--- config.mk ---
export PLATFORM = sky130hd
export DESIGN_NAME = eecfg_loader
export DESIGN_NICKNAME = d
export VERILOG_FILES = /design/src/rtl/eecfg_pkg.sv /design/src/rtl/eecfg_tick.sv /design/src/rtl/eecfg_word_rd.sv /design/src/rtl/eecfg_loader.sv
export SDC_FILE = /design/constraint.sdc
export NUM_CORES = 1
export LEC_CHECK = 0
export ABC_CLOCK_PERIOD_IN_PS = 3520
export BUFFER_PORTS_ARGS = -buffer_cell sky130_fd_sc_hd__buf_2
export CORE_AREA = 4 4 177 179
export DETAILED_ROUTE_END_ITERATION = 7
export DIE_AREA = 0 0 181 183
export PLACE_DENSITY = 0.78
export SYNTH_ARGS = -nofsm -noshare
export SYNTH_HDL_FRONTEND = slang
export SYNTH_HIERARCHICAL = 1
export SYNTH_SLANG_ARGS = --single-unit
--- constraint.sdc ---
create_clock -name clk -period 3.52 [get_ports clk]
set_clock_uncertainty 0.15 [all_clocks]
set_input_delay 0 -clock clk [delete_from_list [all_inputs] [get_ports clk]]
set_output_delay 0 -clock clk [all_outputs]
set_load 0.005 [all_outputs]
--- src/rtl/eecfg_pkg.sv ---
package eecfg_pkg;
    typedef enum logic [2:0] {
        LD_BOOT,
        LD_IDLE,
        LD_ISSUE,
        LD_WAIT,
        LD_CHECK
    } ld_state_t;

    typedef enum logic [1:0] {
        RD_IDLE,
        RD_SHIFT,
        RD_GAP
    } rd_state_t;

    // start bit followed by the read opcode
    localparam logic [2:0] MW_READ_HDR = 3'b110;
    localparam logic [7:0] SUM_GOOD    = 8'hFF;
endpackage

--- src/rtl/eecfg_tick.sv ---
module eecfg_tick #(
    parameter int HALF = 2
) (
    input  logic clk,
    input  logic rst_n,
    input  logic en,
    output logic tick
);
    localparam int CW = (HALF > 1) ? $clog2(HALF) : 1;
    localparam logic [CW-1:0] LAST = CW'(HALF - 1);

    logic [CW-1:0] cnt_q;

    assign tick = en && (cnt_q == LAST);

    always_ff @(posedge clk) begin
        if (!rst_n || !en || tick) cnt_q <= '0;
        else                       cnt_q <= cnt_q + 1'b1;
    end
endmodule

--- src/rtl/eecfg_word_rd.sv ---
module eecfg_word_rd
    import eecfg_pkg::*;
#(
    parameter int AW = 6,
    parameter int DW = 16
) (
    input  logic          clk,
    input  logic          rst_n,
    input  logic          tick,
    input  logic          start,
    input  logic [AW-1:0] addr,
    output logic          busy,
    output logic          done,
    output logic [DW-1:0] rdata,
    output logic          ee_cs,
    output logic          ee_sk,
    output logic          ee_di,
    input  logic          ee_do
);
    localparam int CMD_W = 3 + AW;
    localparam int TOT   = CMD_W + DW;
    localparam int BW    = $clog2(TOT + 1);
    localparam logic [BW-1:0] LAST_B  = BW'(TOT - 1);
    localparam logic [BW-1:0] FIRST_D = BW'(CMD_W);

    rd_state_t        st_q, st_d;
    logic [BW-1:0]    bit_q;
    logic [CMD_W-1:0] cmd_q;
    logic [DW-1:0]    sh_q;
    logic             cs_q, sk_q, gap_q, done_q;

    assign busy  = (st_q != RD_IDLE);
    assign done  = done_q;
    assign rdata = sh_q;
    assign ee_cs = cs_q;
    assign ee_sk = sk_q;
    assign ee_di = cs_q & cmd_q[CMD_W-1];

    always_ff @(posedge clk) begin
        if (!rst_n) st_q <= RD_IDLE;
        else        st_q <= st_d;
    end

    always_comb begin
        st_d = st_q;
        unique case (st_q)
            RD_IDLE:  if (start) st_d = RD_SHIFT;
            RD_SHIFT: if (tick && sk_q && bit_q == LAST_B) st_d = RD_GAP;
            RD_GAP:   if (tick && gap_q) st_d = RD_IDLE;
            default:  st_d = RD_IDLE;
        endcase
    end

    always_ff @(posedge clk) begin
        if (!rst_n) begin
            bit_q  <= '0;
            cmd_q  <= '0;
            sh_q   <= '0;
            cs_q   <= 1'b0;
            sk_q   <= 1'b0;
            gap_q  <= 1'b0;
            done_q <= 1'b0;
        end else begin
            done_q <= 1'b0;
            unique case (st_q)
                RD_IDLE: begin
                    if (start) begin
                        cs_q  <= 1'b1;
                        sk_q  <= 1'b0;
                        bit_q <= '0;
                        cmd_q <= {MW_READ_HDR, addr};
                    end
                end
                RD_SHIFT: begin
                    if (tick) begin
                        if (!sk_q) begin
                            sk_q <= 1'b1;
                            if (bit_q >= FIRST_D) sh_q <= {sh_q[DW-2:0], ee_do};
                        end else begin
                            sk_q  <= 1'b0;
                            cmd_q <= {cmd_q[CMD_W-2:0], 1'b0};
                            if (bit_q == LAST_B) begin
                                cs_q  <= 1'b0;
                                gap_q <= 1'b0;
                            end else begin
                                bit_q <= bit_q + 1'b1;
                            end
                        end
                    end
                end
                RD_GAP: begin
                    if (tick) begin
                        gap_q <= 1'b1;
                        if (gap_q) done_q <= 1'b1;
                    end
                end
                default: ;
            endcase
        end
    end

    // the serial clock never toggles with chip select low
    a_r3_sk_low_when_idle: assert property (@(posedge clk) disable iff (!rst_n)
        !ee_cs |-> !ee_sk);
    // chip select stays low after falling for more than one cycle
    a_r3_cs_gap: assert property (@(posedge clk) disable iff (!rst_n)
        $fell(ee_cs) |=> !ee_cs);
    // a new word is only accepted with chip select low
    a_r2_start_idle: assert property (@(posedge clk) disable iff (!rst_n)
        (start && !busy) |-> !ee_cs);
endmodule

--- src/rtl/eecfg_loader.sv ---
module eecfg_loader
    import eecfg_pkg::*;
#(
    parameter int SCK_HALF  = 2,
    parameter int N_STA     = 16,
    parameter int N_CFG     = 5,
    parameter int IMG_BYTES = 36,
    parameter int WE_BIT    = 8,
    parameter int HA_W      = $clog2(N_STA + N_CFG + 1),
    parameter logic [16*N_CFG-1:0] CFG_RST = 80'h9A05_0000_2101_0080_0002
) (
    input  logic                 clk,
    input  logic                 rst_n,
    input  logic                 ee_sense,
    output logic                 ee_cs,
    output logic                 ee_sk,
    output logic                 ee_di,
    input  logic                 ee_do,
    input  logic                 host_wr,
    input  logic [HA_W-1:0]      host_addr,
    input  logic [15:0]          host_wdata,
    input  logic                 acc_req,
    input  logic                 acc_is_cfg,
    output logic                 acc_retry,
    output logic                 pread,
    output logic                 pvalid,
    output logic [8*N_STA-1:0]   sta_addr,
    output logic [16*N_CFG-1:0]  cfg_regs
);
    localparam int AW      = 6;
    localparam int N_WORDS = IMG_BYTES / 2;
    localparam int WIDX_W  = $clog2(N_WORDS + 1);
    localparam int CFG_W0  = N_STA / 2;
    localparam logic [WIDX_W-1:0] LAST_W   = WIDX_W'(N_WORDS - 1);
    localparam logic [HA_W-1:0]   CTRL_IDX = HA_W'(N_STA + N_CFG);

    ld_state_t         state_q, state_d;
    logic              present_q;
    logic [WIDX_W-1:0] widx_q;
    logic [7:0]        sum_q;
    logic              pread_q, pvalid_q;
    logic [7:0]        sta_q [N_STA];
    logic [15:0]       cfg_q [N_CFG];
    logic [15:0]       shd_q [N_CFG];

    logic        tick, rd_busy, rd_done, rd_start;
    logic [15:0] rd_data;
    logic        reload_req, start_load;

    eecfg_tick #(.HALF(SCK_HALF)) u_tick (
        .clk   (clk),
        .rst_n (rst_n),
        .en    (rd_busy),
        .tick  (tick)
    );

    eecfg_word_rd #(.AW(AW), .DW(16)) u_rd (
        .clk   (clk),
        .rst_n (rst_n),
        .tick  (tick),
        .start (rd_start),
        .addr  ({{(AW-WIDX_W){1'b0}}, widx_q}),
        .busy  (rd_busy),
        .done  (rd_done),
        .rdata (rd_data),
        .ee_cs (ee_cs),
        .ee_sk (ee_sk),
        .ee_di (ee_di),
        .ee_do (ee_do)
    );

    assign reload_req = host_wr && (host_addr == CTRL_IDX) && host_wdata[0];
    assign start_load = ((state_q == LD_BOOT) && present_q) ||
                        ((state_q == LD_IDLE) && reload_req);
    assign rd_start   = (state_q == LD_ISSUE);

    assign pread     = pread_q;
    assign pvalid    = pvalid_q;
    assign acc_retry = acc_req && !acc_is_cfg && pread_q;

    generate
        for (genvar g = 0; g < N_STA; g++) begin : g_sta
            assign sta_addr[8*g +: 8] = sta_q[g];
        end
        for (genvar g = 0; g < N_CFG; g++) begin : g_cfg
            assign cfg_regs[16*g +: 16] = cfg_q[g];
        end
    endgenerate

    // presence is the level on the shared pin at the last edge of reset
    always_ff @(posedge clk) begin
        if (!rst_n) present_q <= ee_sense;
    end

    always_ff @(posedge clk) begin
        if (!rst_n) state_q <= LD_BOOT;
        else        state_q <= state_d;
    end

    always_comb begin
        state_d = state_q;
        unique case (state_q)
            LD_BOOT:  state_d = present_q ? LD_ISSUE : LD_IDLE;
            LD_IDLE:  if (reload_req) state_d = LD_ISSUE;
            LD_ISSUE: state_d = LD_WAIT;
            LD_WAIT:  if (rd_done) state_d = (widx_q == LAST_W) ? LD_CHECK : LD_ISSUE;
            LD_CHECK: state_d = LD_IDLE;
            default:  state_d = LD_IDLE;
        endcase
    end

    always_ff @(posedge clk) begin
        if (!rst_n) begin
            pread_q  <= 1'b0;
            pvalid_q <= 1'b0;
            widx_q   <= '0;
            sum_q    <= '0;
            for (int i = 0; i < N_STA; i++) sta_q[i] <= '0;
            for (int i = 0; i < N_CFG; i++) begin
                cfg_q[i] <= CFG_RST[16*i +: 16];
                shd_q[i] <= '0;
            end
        end else begin
            if (host_wr) begin
                for (int i = 0; i < N_STA; i++)
                    if (host_addr == HA_W'(i) && cfg_q[0][WE_BIT]) sta_q[i] <= host_wdata[7:0];
                for (int i = 0; i < N_CFG; i++)
                    if (host_addr == HA_W'(N_STA + i)) cfg_q[i] <= host_wdata;
            end
            if (start_load) begin
                pread_q  <= 1'b1;
                pvalid_q <= 1'b0;
                widx_q   <= '0;
                sum_q    <= '0;
            end
            unique case (state_q)
                LD_WAIT: begin
                    if (rd_done) begin
                        sum_q  <= sum_q + rd_data[7:0] + rd_data[15:8];
                        widx_q <= widx_q + 1'b1;
                        for (int i = 0; i < N_STA / 2; i++) begin
                            if (widx_q == WIDX_W'(i)) begin
                                sta_q[2*i]   <= rd_data[7:0];
                                sta_q[2*i+1] <= rd_data[15:8];
                            end
                        end
                        for (int i = 0; i < N_CFG; i++)
                            if (widx_q == WIDX_W'(CFG_W0 + i)) shd_q[i] <= rd_data;
                    end
                end
                LD_CHECK: begin
                    pread_q <= 1'b0;
                    if (sum_q == SUM_GOOD) begin
                        pvalid_q <= 1'b1;
                        for (int i = 0; i < N_CFG; i++) cfg_q[i] <= shd_q[i];
                    end else begin
                        pvalid_q <= 1'b0;
                        for (int i = 0; i < N_CFG; i++) cfg_q[i] <= CFG_RST[16*i +: 16];
                    end
                end
                default: ;
            endcase
        end
    end

    // absent device leaves the block idle with no serial activity
    a_r1_absent_quiet: assert property (@(posedge clk) disable iff (!rst_n)
        (state_q == LD_BOOT && !present_q) |=> (!pread_q && !ee_cs));
    // busy flag covers every word transfer
    a_r2_busy_during_load: assert property (@(posedge clk) disable iff (!rst_n)
        (state_q == LD_ISSUE || state_q == LD_WAIT) |-> pread_q);
    // passing sum ends the load as valid
    a_r5_pass_valid: assert property (@(posedge clk) disable iff (!rst_n)
        (state_q == LD_CHECK && sum_q == SUM_GOOD) |=> (pvalid_q && !pread_q));
    // failing sum restores configuration defaults
    a_r6_fail_defaults: assert property (@(posedge clk) disable iff (!rst_n)
        (state_q == LD_CHECK && sum_q != SUM_GOOD) |=> (!pvalid_q && cfg_regs == CFG_RST));
    // loaded words stay hidden until commit
    a_r7_cfg_hold: assert property (@(posedge clk) disable iff (!rst_n)
        ((state_q == LD_ISSUE || state_q == LD_WAIT) && !host_wr) |=> $stable(cfg_regs));
    // configuration-space accesses are never retried
    a_r9_cfg_no_retry: assert property (@(posedge clk) disable iff (!rst_n)
        acc_is_cfg |-> !acc_retry);
    // valid and busy are never both set
    a_r5_excl: assert property (@(posedge clk) disable iff (!rst_n)
        !(pvalid_q && pread_q));
endmodule

==> impl_summary.md, run 1 <==
STA
Setup repair after global routing left no endpoint under its margin. The final hold violation count came to 0. Setup violations remaining at the end of the flow were counted as 0. In the final timing run, aggregate negative setup slack is 0 ps. Derived from the worst setup path, the maximum achievable clock frequency is 355.3 MHz. The final number of max-transition violations is 0. For the pin with the worst max-slew slack, the measured transition is 896.7 ps. The final critical path takes up 79.96% of the cycle.

The final critical path time including I/O delays and setup is 2815 ps. Headroom to the max-slew limit came out at 39.96%.

Detailed routing
The total wirelength of the detailed-routed design is 40,320 um. Dividing the detail-routed via count by the number of cells gives 5.886. For this block, the via count after detailed routing is 10,680. Before antenna repair, the detailed router went through 7 iterations. The remaining routing DRC violations is 0. For this block, the initial DRC count from the detailed router was 1,286. Once detail routing completed, the nets flagged for antenna violations numbered 0. The final routed wire length divided by cell count is 22.21 um.

Worst hold path
The path class of the tightest hold or removal check is in -> reg.

Floorplanning
The die covers 33,120 um^2. 242 I/O pins were placed. The core box area is 29,560 um^2. The placement row count is 63. The initial cell density of the core is 49.57%. The height of the die is 183 um. The die is 181 um wide.

Critical path
For the worst setup path, the data arrival time is 3080 ps. The largest single stage delay on the critical path is 690 ps. Counting stages on the worst path, the most repeated cell is sky130_fd_sc_hd__fa_1.

On the critical path, the stage with the largest delay is an instance of sky130_fd_sc_hd__dfxtp_1. The beginning of the worst register-to-register path is u_rd/rdata[2]$_SDFFE_PN0P_. The critical path ends at sum_q[7]$_SDFF_PN0_. Traced cell by cell, the critical path runs through fa_1 -> fa_1 -> a211oi_1 -> o21bai_1 -> a2111o_1 -> o221ai_1.

The category of the worst setup path launch point is a flop. The type of destination of the critical path is a flop. For flop-to-flop paths, the worst setup slack is 710 ps. At the worst endpoint, the required time is 3790 ps. The critical path is of the reg -> reg type. The count of cells along the worst register-to-register path is 6. The reg-to-reg critical path endpoint is sum_q[7]$_SDFF_PN0_. Among cell families on the critical path, the largest total delay comes from adder cells. The worst path buffer plus inverter count is 0. Tracing the worst setup path back leads to its startpoint at u_rd/rdata[2]$_SDFFE_PN0P_. The number of cells on the critical path is 6. The maximum fanout along the worst path is 9.

Yosys
Counting every instance in the synthesized netlist gives 1,137. The unique cell type count in the Yosys netlist is 69. Counting every net in the synthesized netlist gives 1,186.

The most frequently used flop master after synthesis is sky130_fd_sc_hd__edfxtp_1. The post-synthesis adder-cell area fraction is 2.203%. The async set-reset flop share out of synthesis is 0%.

The largest family of logic cells by synthesized area is compound AO/OA/AOI/OAI gates. The mapped netlist covers 14,650 um^2. The synthesized area divided by synthesized cell count is 12.89 um^2.

Yosys printed 6 warnings. Counting flops with a built-in enable in the synthesized netlist gives 289. After Yosys synthesis, and, or, nand and nor cells account for 11.82% of the synthesized area.

The portion of synthesized area spent on multiplexers is 1.161%. The synthesized netlist devotes 14.23% of its cell area to compound gates. Counting flops and latches in the post-synthesis netlist gives 344. Summing the areas of all xor and xnor instances in the mapped netlist gives 0.3586% of the synthesized area. The sequential cell area fraction in the yosys report is 66.74%.

Power and ir drop
The maximum VDD drop is 272.2 uV. The post-layout total power is 8.645 mW. The net switching power is 1.898 mW.

The static leakage power is 6.591 nW. Net switching is 21.95% of the power. Of the total power, registers draw 54.4%. The share of total power in combinational logic is 6.0%. The power per cell area is 490.3 nW/um^2. In this run, the clock network consumes 39.6% of the power.

The internal portion of the total power is 6.747 mW.

Run status
The run finished with clean final reports.

GRT
The initial antenna violation count came to 1. Global routing finished with a remaining overflow of 0. The first global-routing pass estimated 60,400 um of wire.

The number of global-route vias before repair came to 10,290. Entering global routing, the biggest net connects 70 pins. Global routing used 23.47% of the available tracks.

Clock network
After clock tree synthesis, the clock-pin slew on the worst setup and hold paths is 60 ps. The number of levels the H-tree was split into is 2. Gates resized during post-CTS repair numbered 0. The tree is rooted in a sky130_fd_sc_hd__clkbuf_16. In this run the deepest clock path goes through 3 buffers.

The TritonCTS clock tree is yes. After clock tree synthesis, the flow added hold-fix buffers numbering 28. The latest clock arrival within the worst-skew pair is 520 ps. The number of buffers added by the clock tree synthesis step is 34. The number of setup buffers added after CTS is 0.

The sink count of the clock tree is 344.

Finish
In the final layout, the share of cells above drive strength 1 is 25.70%. The signed area change from the synthesized netlist to the final layout is 20.32%. The footprint of the multi-input gates is 4408 um^2. The area occupied by registers is 9779 um^2.

The leading cell type in the layout, fill and taps excluded is sky130_fd_sc_hd__edfxtp_1. The net total in the final layout is 1,450. In the layout the commonest cells are 289 x sky130_fd_sc_hd__edfxtp_1, 241 x sky130_fd_sc_hd__buf_2, 173 x sky130_fd_sc_hd__nand2_1, 93 x sky130_fd_sc_hd__a22o_1, 85 x sky130_fd_sc_hd__o21ai_0. The filler cells instantiated in the layout total 2,259.

Place
The count of input and output buffers is 241. Summed over all nets, the half-perimeter wirelength after detailed placement is 27,460 um. The last weighted congestion value of the routability-driven placer is 0.9446.

Flow run
The number of maximum-capacitance violations is 0.
-- final cells by class --
class                      instances  share of cell area (%)
timing repair buffer             315                   10.46
multi-input combinational        687                   25.00
tap                              390                   2.768
clock buffer                      41                   4.975
inverter                          19                  0.4045
clock inverter                    18                  0.9084
antenna                            1                 0.01419
sequential                       344                   55.47
-- cell usage after synthesis (3+ instances only) --
| library cell | count | share of area [%] |
|---|---|---|
| sky130_fd_sc_hd__xnor2_1 | 3 | 0.18 |
| sky130_fd_sc_hd__ha_1 | 13 | 1.1 |
| sky130_fd_sc_hd__o22a_1 | 11 | 0.66 |
| sky130_fd_sc_hd__and4b_1 | 3 | 0.20 |
| sky130_fd_sc_hd__and2_1 | 17 | 0.73 |
| sky130_fd_sc_hd__nor2b_1 | 5 | 0.21 |
| sky130_fd_sc_hd__clkbuf_1 | 45 | 1.2 |
| sky130_fd_sc_hd__nor3_1 | 11 | 0.38 |
| sky130_fd_sc_hd__or3_1 | 11 | 0.47 |
| sky130_fd_sc_hd__xor2_1 | 3 | 0.18 |
| sky130_fd_sc_hd__edfxtp_1 | 289 | 59 |
| sky130_fd_sc_hd__or2_2 | 4 | 0.17 |
| sky130_fd_sc_hd__dfxtp_1 | 55 | 7.5 |
| sky130_fd_sc_hd__nor2_1 | 17 | 0.44 |
| sky130_fd_sc_hd__a22o_1 | 93 | 5.6 |
| sky130_fd_sc_hd__and3b_1 | 6 | 0.36 |
| sky130_fd_sc_hd__buf_6 | 5 | 0.38 |
| sky130_fd_sc_hd__nor3b_1 | 4 | 0.20 |
| sky130_fd_sc_hd__o22ai_1 | 3 | 0.13 |
| sky130_fd_sc_hd__nand3b_1 | 4 | 0.20 |
| sky130_fd_sc_hd__o211ai_1 | 13 | 0.67 |
| sky130_fd_sc_hd__inv_1 | 19 | 0.49 |
| sky130_fd_sc_hd__buf_4 | 9 | 0.46 |
| sky130_fd_sc_hd__fa_1 | 8 | 1.1 |
| sky130_fd_sc_hd__nand4_1 | 10 | 0.43 |
| sky130_fd_sc_hd__nand2b_1 | 6 | 0.26 |
| sky130_fd_sc_hd__nand3_1 | 45 | 1.5 |
| sky130_fd_sc_hd__nand2_1 | 173 | 4.4 |
| sky130_fd_sc_hd__a211oi_1 | 5 | 0.26 |
| sky130_fd_sc_hd__a31oi_1 | 4 | 0.17 |
| sky130_fd_sc_hd__nor3_2 | 5 | 0.34 |
| sky130_fd_sc_hd__buf_2 | 16 | 0.55 |
| sky130_fd_sc_hd__mux2i_1 | 17 | 1.2 |
| sky130_fd_sc_hd__a311oi_1 | 8 | 0.48 |
| sky130_fd_sc_hd__a21oi_1 | 18 | 0.61 |
| sky130_fd_sc_hd__nor4_4 | 4 | 0.58 |
| sky130_fd_sc_hd__o21ai_1 | 31 | 1.1 |
| sky130_fd_sc_hd__o21ai_0 | 95 | 3.2 |
| sky130_fd_sc_hd__buf_1 | 10 | 0.26 |
-- power groups by stage --
stage | Combinational (mW) | Clock [mW] | Sequential (mW)
floorplan | 0.197 | 0 | 4.78
global placement | 0.477 | 0 | 4.79
detailed placement | 0.492 | 0 | 4.79
CTS | 0.516 | 3.46 | 4.70
global route | 0.555 | 3.63 | 4.72
finish | 0.517 | 3.43 | 4.70
-- logic make-up after synthesis --
| family | Yosys count |
|---|---|
| XOR/XNOR | 6 |
| AO/OA/AOI/OAI | 303 |
| multiplexers | 17 |
| other | 1 |
| buffers and inverters | 106 |
| AND/OR/NAND/NOR | 339 |
| flip-flops | 344 |
| adder cells (fa/ha/maj) | 21 |
-- sequential cells by signal, summed over array words and instances (netlist names) --
name,flops
pvalid,1
shd_q,80
u_rd/st_q,2
present_q,1
u_tick/cnt_q,1
u_rd/ee_sk,1
widx_q,5
cfg_q,80
u_rd/bit_q,5
u_rd/ee_cs,1
u_rd/cmd_q,9
u_rd/gap_q,1
u_rd/done,1
sta_q,128
sum_q,8
u_rd/rdata,16
state_q,3
pread,1
-- worst min path at each step --
| stage | start | to | depth (start not counted) |
|---|---|---|---|
| floorplan | ee_sense | present_q$_DFFE_PN_ | 0 |
| detailed placement | ee_sense | present_q$_DFFE_PN_ | 1 |
| CTS | ee_sense | present_q$_DFFE_PN_ | 2 |
| finish | ee_sense | present_q$_DFFE_PN_ | 2 |
| global placement | ee_sense | present_q$_DFFE_PN_ | 1 |
| global route | ee_sense | present_q$_DFFE_PN_ | 2 |
-- per-layer routing --
| metal | part of all wire (%) | wire (um) | global-route usage (%) |
|---|---|---|---|
| met1 | 38 | 15350 | 30.84 |
| met2 | 47 | 19050 | 38.75 |
| met3 | 11 | 4304 | 5.177 |
| met4 | 4.0 | 1606 | 8.796 |
| met5 | 0 | 0 | 0 |
-- stage by stage --
step	setup WS (ps)	hold WS, ps	instance area, um^2	cells	utilization, %
final	705.4	96.73	17630	1815	59.64
after global routing	602.0	103.8	17630	1815	59.64
after CTS	770.8	81.54	17630	1814	59.64
after detailed placement	836.0	69.40	16310	1727	55.18
after global placement	917.1	61.11	16310	1727	55.18
after floorplan	754.8	-51.13	14650	1137	-
Power figures use the tool's default switching activity.
==> run 2, diff against run 1 <==
- ABC_AREA: not set -> 1
- ABC_CLOCK_PERIOD_IN_PS: 3520 -> 2900
- CORE_AREA: 4 4 177 179 -> 4 4 178 180
- DIE_AREA: 0 0 181 183 -> 0 0 182 184
- clock period: 3.52 -> 2.9 ns (I/O delays scaled with it)
==> run 2 against run 1 <==
Non-clock buffer count is 17 lower; flip-flop and latch count did not move; register-to-register slack got worse by 410 ps; worst hold slack worse by 28 ps; first-iteration DRC count is 41% higher; maximum frequency increased by 8.2%; setup slack lost 410 ps; routed wire length grew 6.2%; clock power up 22%; sequential share of layout area down 0.73 points; synthesized cell count increased by 27%; synthesized area is 2.0% higher; highest routed layer unchanged.
==> impl_summary.md, run 2 <==
Run status
The flow ran to the end, and the final reports show no timing, DRC or antenna violations.

STA
The relative slew slack is 15.00%. The final hold violation count is 0. The final number of setup-violating endpoints is 0.

The final number of max-transition violations is 0. Setup repair after global routing left no endpoint under its margin. The clock period could shrink to 2602 ps. After layout, the worst path uses 89.73% of the clock period.

The actual slew at the worst max-slew pin is 1262 ps. For this run, the top clock speed supported by timing is 384.3 MHz. After layout, the worst setup slack is 297.8 ps. Summed over all failing endpoints, the final setup total negative slack is 0 ps.

Clock network
The clock-pin slew on the worst setup and hold paths is 70 ps. The post-cts resize count is 0. The TritonCTS clock tree is yes. In this run, CTS created clock tree buffers numbering 35. The clock passes through at most 3 buffers. In this run the number of H-tree levels came out at 2.

The sink count of the clock tree is 344. The clock reaches the later pin of the worst-skew pair after 510 ps. In this run the clock root is driven by a sky130_fd_sc_hd__clkbuf_16.

Yosys
Yosys mapped the design onto 37 distinct sky130hd cell types. The most used standard cell by instance count after synthesis is sky130_fd_sc_hd__nand2_1. By count the netlist is led by 400 x sky130_fd_sc_hd__nand2_1, 289 x sky130_fd_sc_hd__edfxtp_1, 166 x sky130_fd_sc_hd__nand3_1. The gate count after technology mapping is 1,439. Counting flops with an async set or reset pin after synthesis yields a share of 0%. By area the synthesized netlist is led by sky130_fd_sc_hd__edfxtp_1 58%, sky130_fd_sc_hd__nand2_1 10%, sky130_fd_sc_hd__dfxtp_1 7.4%. Synthesis produced a netlist with a net count of 1,488.

The synthesized design contains 289 enable-type register cells. In the synthesized netlist the dominant register cell turns out to be sky130_fd_sc_hd__edfxtp_1. After synthesis the netlist holds a flip-flop and latch count of 344. After synthesis the cells add up to 14,940 um^2. The most area-hungry cell type in the Yosys netlist is sky130_fd_sc_hd__edfxtp_1.

The area share of the largest cell type after synthesis is 58.08%. The synthesized area divided by synthesized cell count is 10.38 um^2. The sequential cell area fraction in the yosys report is 65.45%. The warning count from the yosys run is 6.

Detailed routing
The met1 layer wirelength in the final routing is 15,830 um. The first detailed-routing pass ran for 7 iterations. The count of nets left with antenna violations once routing finished came out at 0. The total via count in the routed design is 12,010.

The highest metal layer with signal wires is met4. The met3 wire length is 5115 um. The routed length on met2 is 20,210 um. Summed over all layers, the routed wires come to 42,820 um. The remaining routing DRC violations is 0. The violation count after the first detailed-route iteration is 1,816.

After detailed routing, the average wire length per cell comes to 20.07 um. Dividing the detail-routed via count by the number of cells gives 5.632.

Floorplanning
The placement row count is 64. After floorplanning, the core was sized to cover 30,190 um^2. For this configuration, the core starts out at a cell density of 49.49%.

The height of the die is 184 um. The die is 182 um wide. For this design the top-level I/O count stands at 242.

The floorplan step defined a die boundary enclosing 33,490 um^2.

Critical path
The maximum fanout along the worst path is 17. The critical path class is reg -> reg. STA puts the critical path data arrival time at 2710 ps. The worst setup path is launched from a flop. For flop-to-flop paths, the worst setup slack is 300 ps. The type of destination of the critical path is a flop. The required time of the critical path is 3000 ps.

Power and ir drop
The power per cell area is 625.7 nW/um^2. VDD sags by at most 395.0 uV. The static leakage power is 7.871 nW.

Finish
The net total in the final layout is 1,759. The register with the most flip-flops in the layout has 128 of them. Once layout is complete, the utilization of the core stands at 59.18%. In the layout the commonest cells are 399 x sky130_fd_sc_hd__nand2_1, 289 x sky130_fd_sc_hd__edfxtp_1, 242 x sky130_fd_sc_hd__buf_2, 166 x sky130_fd_sc_hd__nand3_1, 116 x sky130_fd_sc_hd__inv_1. The largest registers in the layout are sta_q (128), cfg_q (80), shd_q (80). Cells with a size suffix above 1 make up 21.84% of the layout. Compared with the post-synthesis result, the final layout area differs by 19.56%. sta_q holds more flip-flops than any other register. Leaving out fill and tap cells, the most frequent cell in the layout is sky130_fd_sc_hd__nand2_1.

Place
Summed over all nets, the half-perimeter wirelength after detailed placement is 30,190 um. The worst slack at placement is 460.8 ps. During placement, the flow inserted port buffers numbering 241.

The last weighted congestion value of the routability-driven placer is 0.9541.

Flow run
The number of maximum-capacitance violations is 0.

GRT
The initial antenna violation count is 2. Global routing consumed, over all layers together, 24.57% of the routing resources. The pin count of the biggest net entering global routing is 43. The first global-routing pass estimated 64,190 um of wire. The number of global-route vias before repair is 11,450.

Global routing finished with a remaining overflow of 0.

Worst hold path
The worst hold path belongs to the class in -> out.
## run 2: changes by cell type after synthesis, sizes merged, moves of 13 or more
cell / before / now
a22o: 93 / 0
nor3: 17 / 4
inv: 19 / 139
o22ai: 3 / 51
a21oi: 18 / 39
o21ai: 126 / 85
nand3: 45 / 167
and2: 18 / 0
clkbuf: 46 / 18
nand2: 173 / 412
nor2: 18 / 89
mux2i: 17 / 0
## run 2: timing repair
action,in CTS,in global routing
buffers inserted,0,0
endpoints found under the hold margin,219,0
hold buffers,25,0
## run 2: worst paths after layout
| check | from | endpoint | cells after the start |
|---|---|---|---|
| max reg2reg | state_q[1]$_SDFFE_PN0P_ | sta_q[0][4]$_DFFE_PP_ | 6 |
| min | acc_is_cfg | acc_retry | 3 |
| min reg2reg | u_tick/cnt_q$_SDFF_PP0_ | u_tick/cnt_q$_SDFF_PP0_ | 1 |
| max | state_q[1]$_SDFFE_PN0P_ | sta_q[0][4]$_DFFE_PP_ | 6 |
## run 2: area by class of cell
| cell class | instances | area (um^2) |
|---|---|---|
| flip-flops and latches | 344 | 9779 |
| repair buffers | 298 | 1694 |
| fillers | 2410 | 12320 |
| well taps | 396 | 495.5 |
| diodes | 2 | 5.005 |
| clock buffers | 43 | 915.9 |
| clock inverters | 19 | 128.9 |
| inverters | 139 | 521.8 |
| multi-input cells | 892 | 4324 |
## run 2: worst max-delay path, cell delays in order (launching register included)
cell	delay, ps
sky130_fd_sc_hd__dfxtp_1	450
sky130_fd_sc_hd__nand4_2	280
sky130_fd_sc_hd__nor2_2	240
sky130_fd_sc_hd__nand2_1	390
sky130_fd_sc_hd__nand3_1	220
sky130_fd_sc_hd__dlygate4sd3_1	560
sky130_fd_sc_hd__o21ai_1	60
## run 2: per-stage QoR
step | area, um^2 | hold slack (ps) | instances | power, mW
3_3_place_gp | 16550 | 64.98 | 2042 | 7.001
3_5_place_dp | 16550 | 62.89 | 2042 | 7.034
6_report | 17860 | 68.36 | 2133 | 11.18
2_1_floorplan | 14940 | -118.9 | 1439 | 6.599
4_1_cts | 17850 | 4.002 | 2129 | 11.18
5_1_grt | 17860 | 55.51 | 2133 | 11.55
## run 2: cells by family after synthesis
logic type      after synthesis  share of synthesized area [%]
simple gates                687                          19.90
flops                       344                          65.45
buf+inv                     203                          5.703
compound gates              182                          6.708
fa+ha+maj                    21                          2.160
xor+xnor                      1                        0.05863
other cells                   1                        0.02510
## run 2: where the power goes
| group | switching [mW] | internal, mW | leakage (nW) |
|---|---|---|---|
| logic | 0.818 | 0.360 | 4.03 |
| clock network | 1.85 | 2.35 | 0.510 |
| registers | 0.159 | 5.64 | 3.33 |
## run 2: per-layer routing
| layer | global-route usage [%] | vias to the layer above |
|---|---|---|
| met2 | 40.90 | 849 |
| met5 | 0 | - |
| met1 | 32.53 | 5567 |
| met4 | 8.886 | 0 |
| met3 | 4.590 | 132 |
| li1 | - | 5464 |
==> run 3, diff against run 2 <==
- CORE_AREA: 4 4 178 180 -> 4 4 167 169
- DIE_AREA: 0 0 182 184 -> 0 0 171 173
- PLACE_DENSITY: 0.78 -> 0.87
==> run 3 against run 2 <==
Die area is 12% lower; routed wire length about the same; register-to-register slack improved by 90 ps; worst hold slack got worse by 42 ps; critical endpoint is now sta_q[0][9]$_SDFFCE_PN0P_.
==> impl_summary.md, run 3 (same netlist as run 2, synthesis figures left out) <==
Run status
The flow ran to the end, and the final reports show no timing, DRC or antenna violations.

Detailed routing
The total via count in the routed design is 12,210. The final routed wire length divided by cell count is 20.76 um. The average via count per standard cell is 5.913. Wires add up to 42,850 um. The remaining routing DRC violations is 0.

The violation count after the first detailed-route iteration is 1,927. Once detail routing completed, the nets flagged for antenna violations numbered 0. The first TritonRoute pass finished after 7 iterations.

GRT
Across every metal layer, demand over resource in global routing totals 27.96%. The initial antenna violation count is 0. Global routing used 36.10% of the available met1 tracks. The routing usage on met2 is 45.29%.

The met3 usage is 6.653%. The first global-routing pass estimated 64,200 um of wire. The leftover overflow at the end of global routing is 0. In this run the most used layer during global routing was met2. Entering global routing, the biggest net connects 76 pins.

The number of global-route vias before repair was 11,470.

Floorplanning
Row generation in the floorplan step produced 60 rows. In this run the standard cell core region covers 26,580 um^2. The count of boundary I/O pins is 242. From bottom edge to top edge, the die measures 173 um. The die extent in x is 171 um. The initial cell density of the core is 56.22%.

The overall die area is 29,580 um^2.

Clock network
The number of buffers added by the clock tree synthesis step is 34. The post-cts resize count is 0. The number of setup buffers added after CTS is 0.

The tree is rooted in a sky130_fd_sc_hd__clkbuf_16. TritonCTS built the clock tree. The clock-pin slew on the worst setup and hold paths is 60 ps. The sink count of the clock tree is 344. In this run, post-CTS hold repair placed 23 buffers. The number of levels the H-tree was split into is 2. The longest clock path from root to sink contains 3 buffers. The latest clock arrival within the worst-skew pair is 520 ps.

Finish
Leaving out fill and tap cells, the most frequent cells in the layout are 399 x sky130_fd_sc_hd__nand2_1, 289 x sky130_fd_sc_hd__edfxtp_1, 241 x sky130_fd_sc_hd__buf_2, 166 x sky130_fd_sc_hd__nand3_1, 116 x sky130_fd_sc_hd__inv_1. In the final layout, the registers with the most flip-flops are sta_q (128), cfg_q (80), shd_q (80). In the final layout, the share of cells above drive strength 1 is 21.59%. The number of fillers in the final layout is 1,928. The leading cell type in the layout, fill and taps excluded is sky130_fd_sc_hd__nand2_1. The signed area change from the synthesized netlist to the final layout is 18.54%. The register with the most flip-flops in the layout has 128 of them. sta_q holds more flip-flops than any other register. 0 antenna diodes ended up in the layout. The net total in the final layout is 1,750.

Place
Once detailed placement completed, the half-perimeter wirelength came to 29,750 um. The last weighted congestion value of the routability-driven placer is 0.9744. The count of input and output buffers is 241.

STA
Setup violations remaining at the end of the flow were counted as 0. The final number of max-transition violations is 0. The post-route clock period utilization is 90.72%.

The final hold violation count was 0. In this run the tightest slew margin relative to its limit is 12.93%. For the pin with the worst max-slew slack, the measured transition is 1292 ps.

The maximum clock rate is 380.1 MHz. The total negative slack for setup checks is 0 ps. The final critical path time including I/O delays and setup is 2631 ps. Setup repair after global routing left no endpoint under its margin.

Power and ir drop
For this design the static power due to leakage is 7.832 nW. After layout, the design draws a total of 11.07 mW. VDD sags by at most 384.1 uV. The power per cell area is 624.9 nW/um^2.

Flow run
Across the run, the number of max-cap violations was 0.

Critical path
The maximum fanout along the worst path is 9. The type of destination of the critical path is a flop. The setup path with the least slack is of type in -> reg. STA classifies the critical path startpoint as an input port.

Data on the critical path arrives at its endpoint at 2640 ps. The required time of the critical path is 2910 ps.

Worst hold path
The worst min-delay path class is in -> reg.
==> run 3: final timing paths <==
| kind | startpoint | to | slack (ps) | depth (start not counted) |
|---|---|---|---|---|
| worst min register to register | u_tick/cnt_q$_SDFF_PP0_ | u_tick/cnt_q$_SDFF_PP0_ | 270 | 1 |
| worst max register to register | cfg_q[0][8]$_DFFE_PP_ | sta_q[1][61]$_DFFE_PP_ | 390 | 4 |
| worst min-delay path | host_addr[0] | cfg_q[0][8]$_DFFE_PP_ | 30 | 6 |
| worst max-delay path | host_addr[3] | sta_q[0][9]$_SDFFCE_PN0P_ | 270 | 7 |
==> run 3: through the flow <==
stage	setup WS [ps]	utilization (%)	hold WS (ps)	std cells	cell area, um^2
5_1_grt	166.6	66.65	78.33	2064	17710
4_1_cts	341.5	66.65	0.6786	2064	17710
3_5_place_dp	388.6	61.96	62.30	1983	16470
2_1_floorplan	665.9	-	-118.9	1439	14940
3_3_place_gp	484.0	61.96	59.09	1983	16470
6_report	269.1	66.65	25.95	2064	17710
==> run 3: power breakdown <==
part | switching, mW | internal (mW)
combinational | 0.807 | 0.356
sequential | 0.163 | 5.64
clock | 1.78 | 2.32
==> run 3: critical path: stages <==
cell	delay, ps
sky130_fd_sc_hd__dlygate4sd3_1	560
sky130_fd_sc_hd__buf_2	150
sky130_fd_sc_hd__nor2_1	270
sky130_fd_sc_hd__dlygate4sd3_1	600
sky130_fd_sc_hd__inv_1	60
sky130_fd_sc_hd__nor3_2	530
sky130_fd_sc_hd__nand3b_1	460
==> run 3: per-layer routing <==
metal  wire (um)  vias to the layer above
li1            -                     5445
met4        1956                        0
met3        5517                      165
met1       14870                     5670
met2       20500                      925
met5           0                        -
==> run 3: layout make-up <==
class                           count  area [um^2]  area share [%]
Sequential cell                   344         9779           55.21
Multi-Input combinational cell    892         4324           24.41
Timing Repair Buffer              290         1644           9.282
Clock buffer                       48        964.7           5.446
Inverter                          139        521.8           2.946
Tap cell                          341        426.7           2.409
Clock inverter                     10        51.30          0.2896
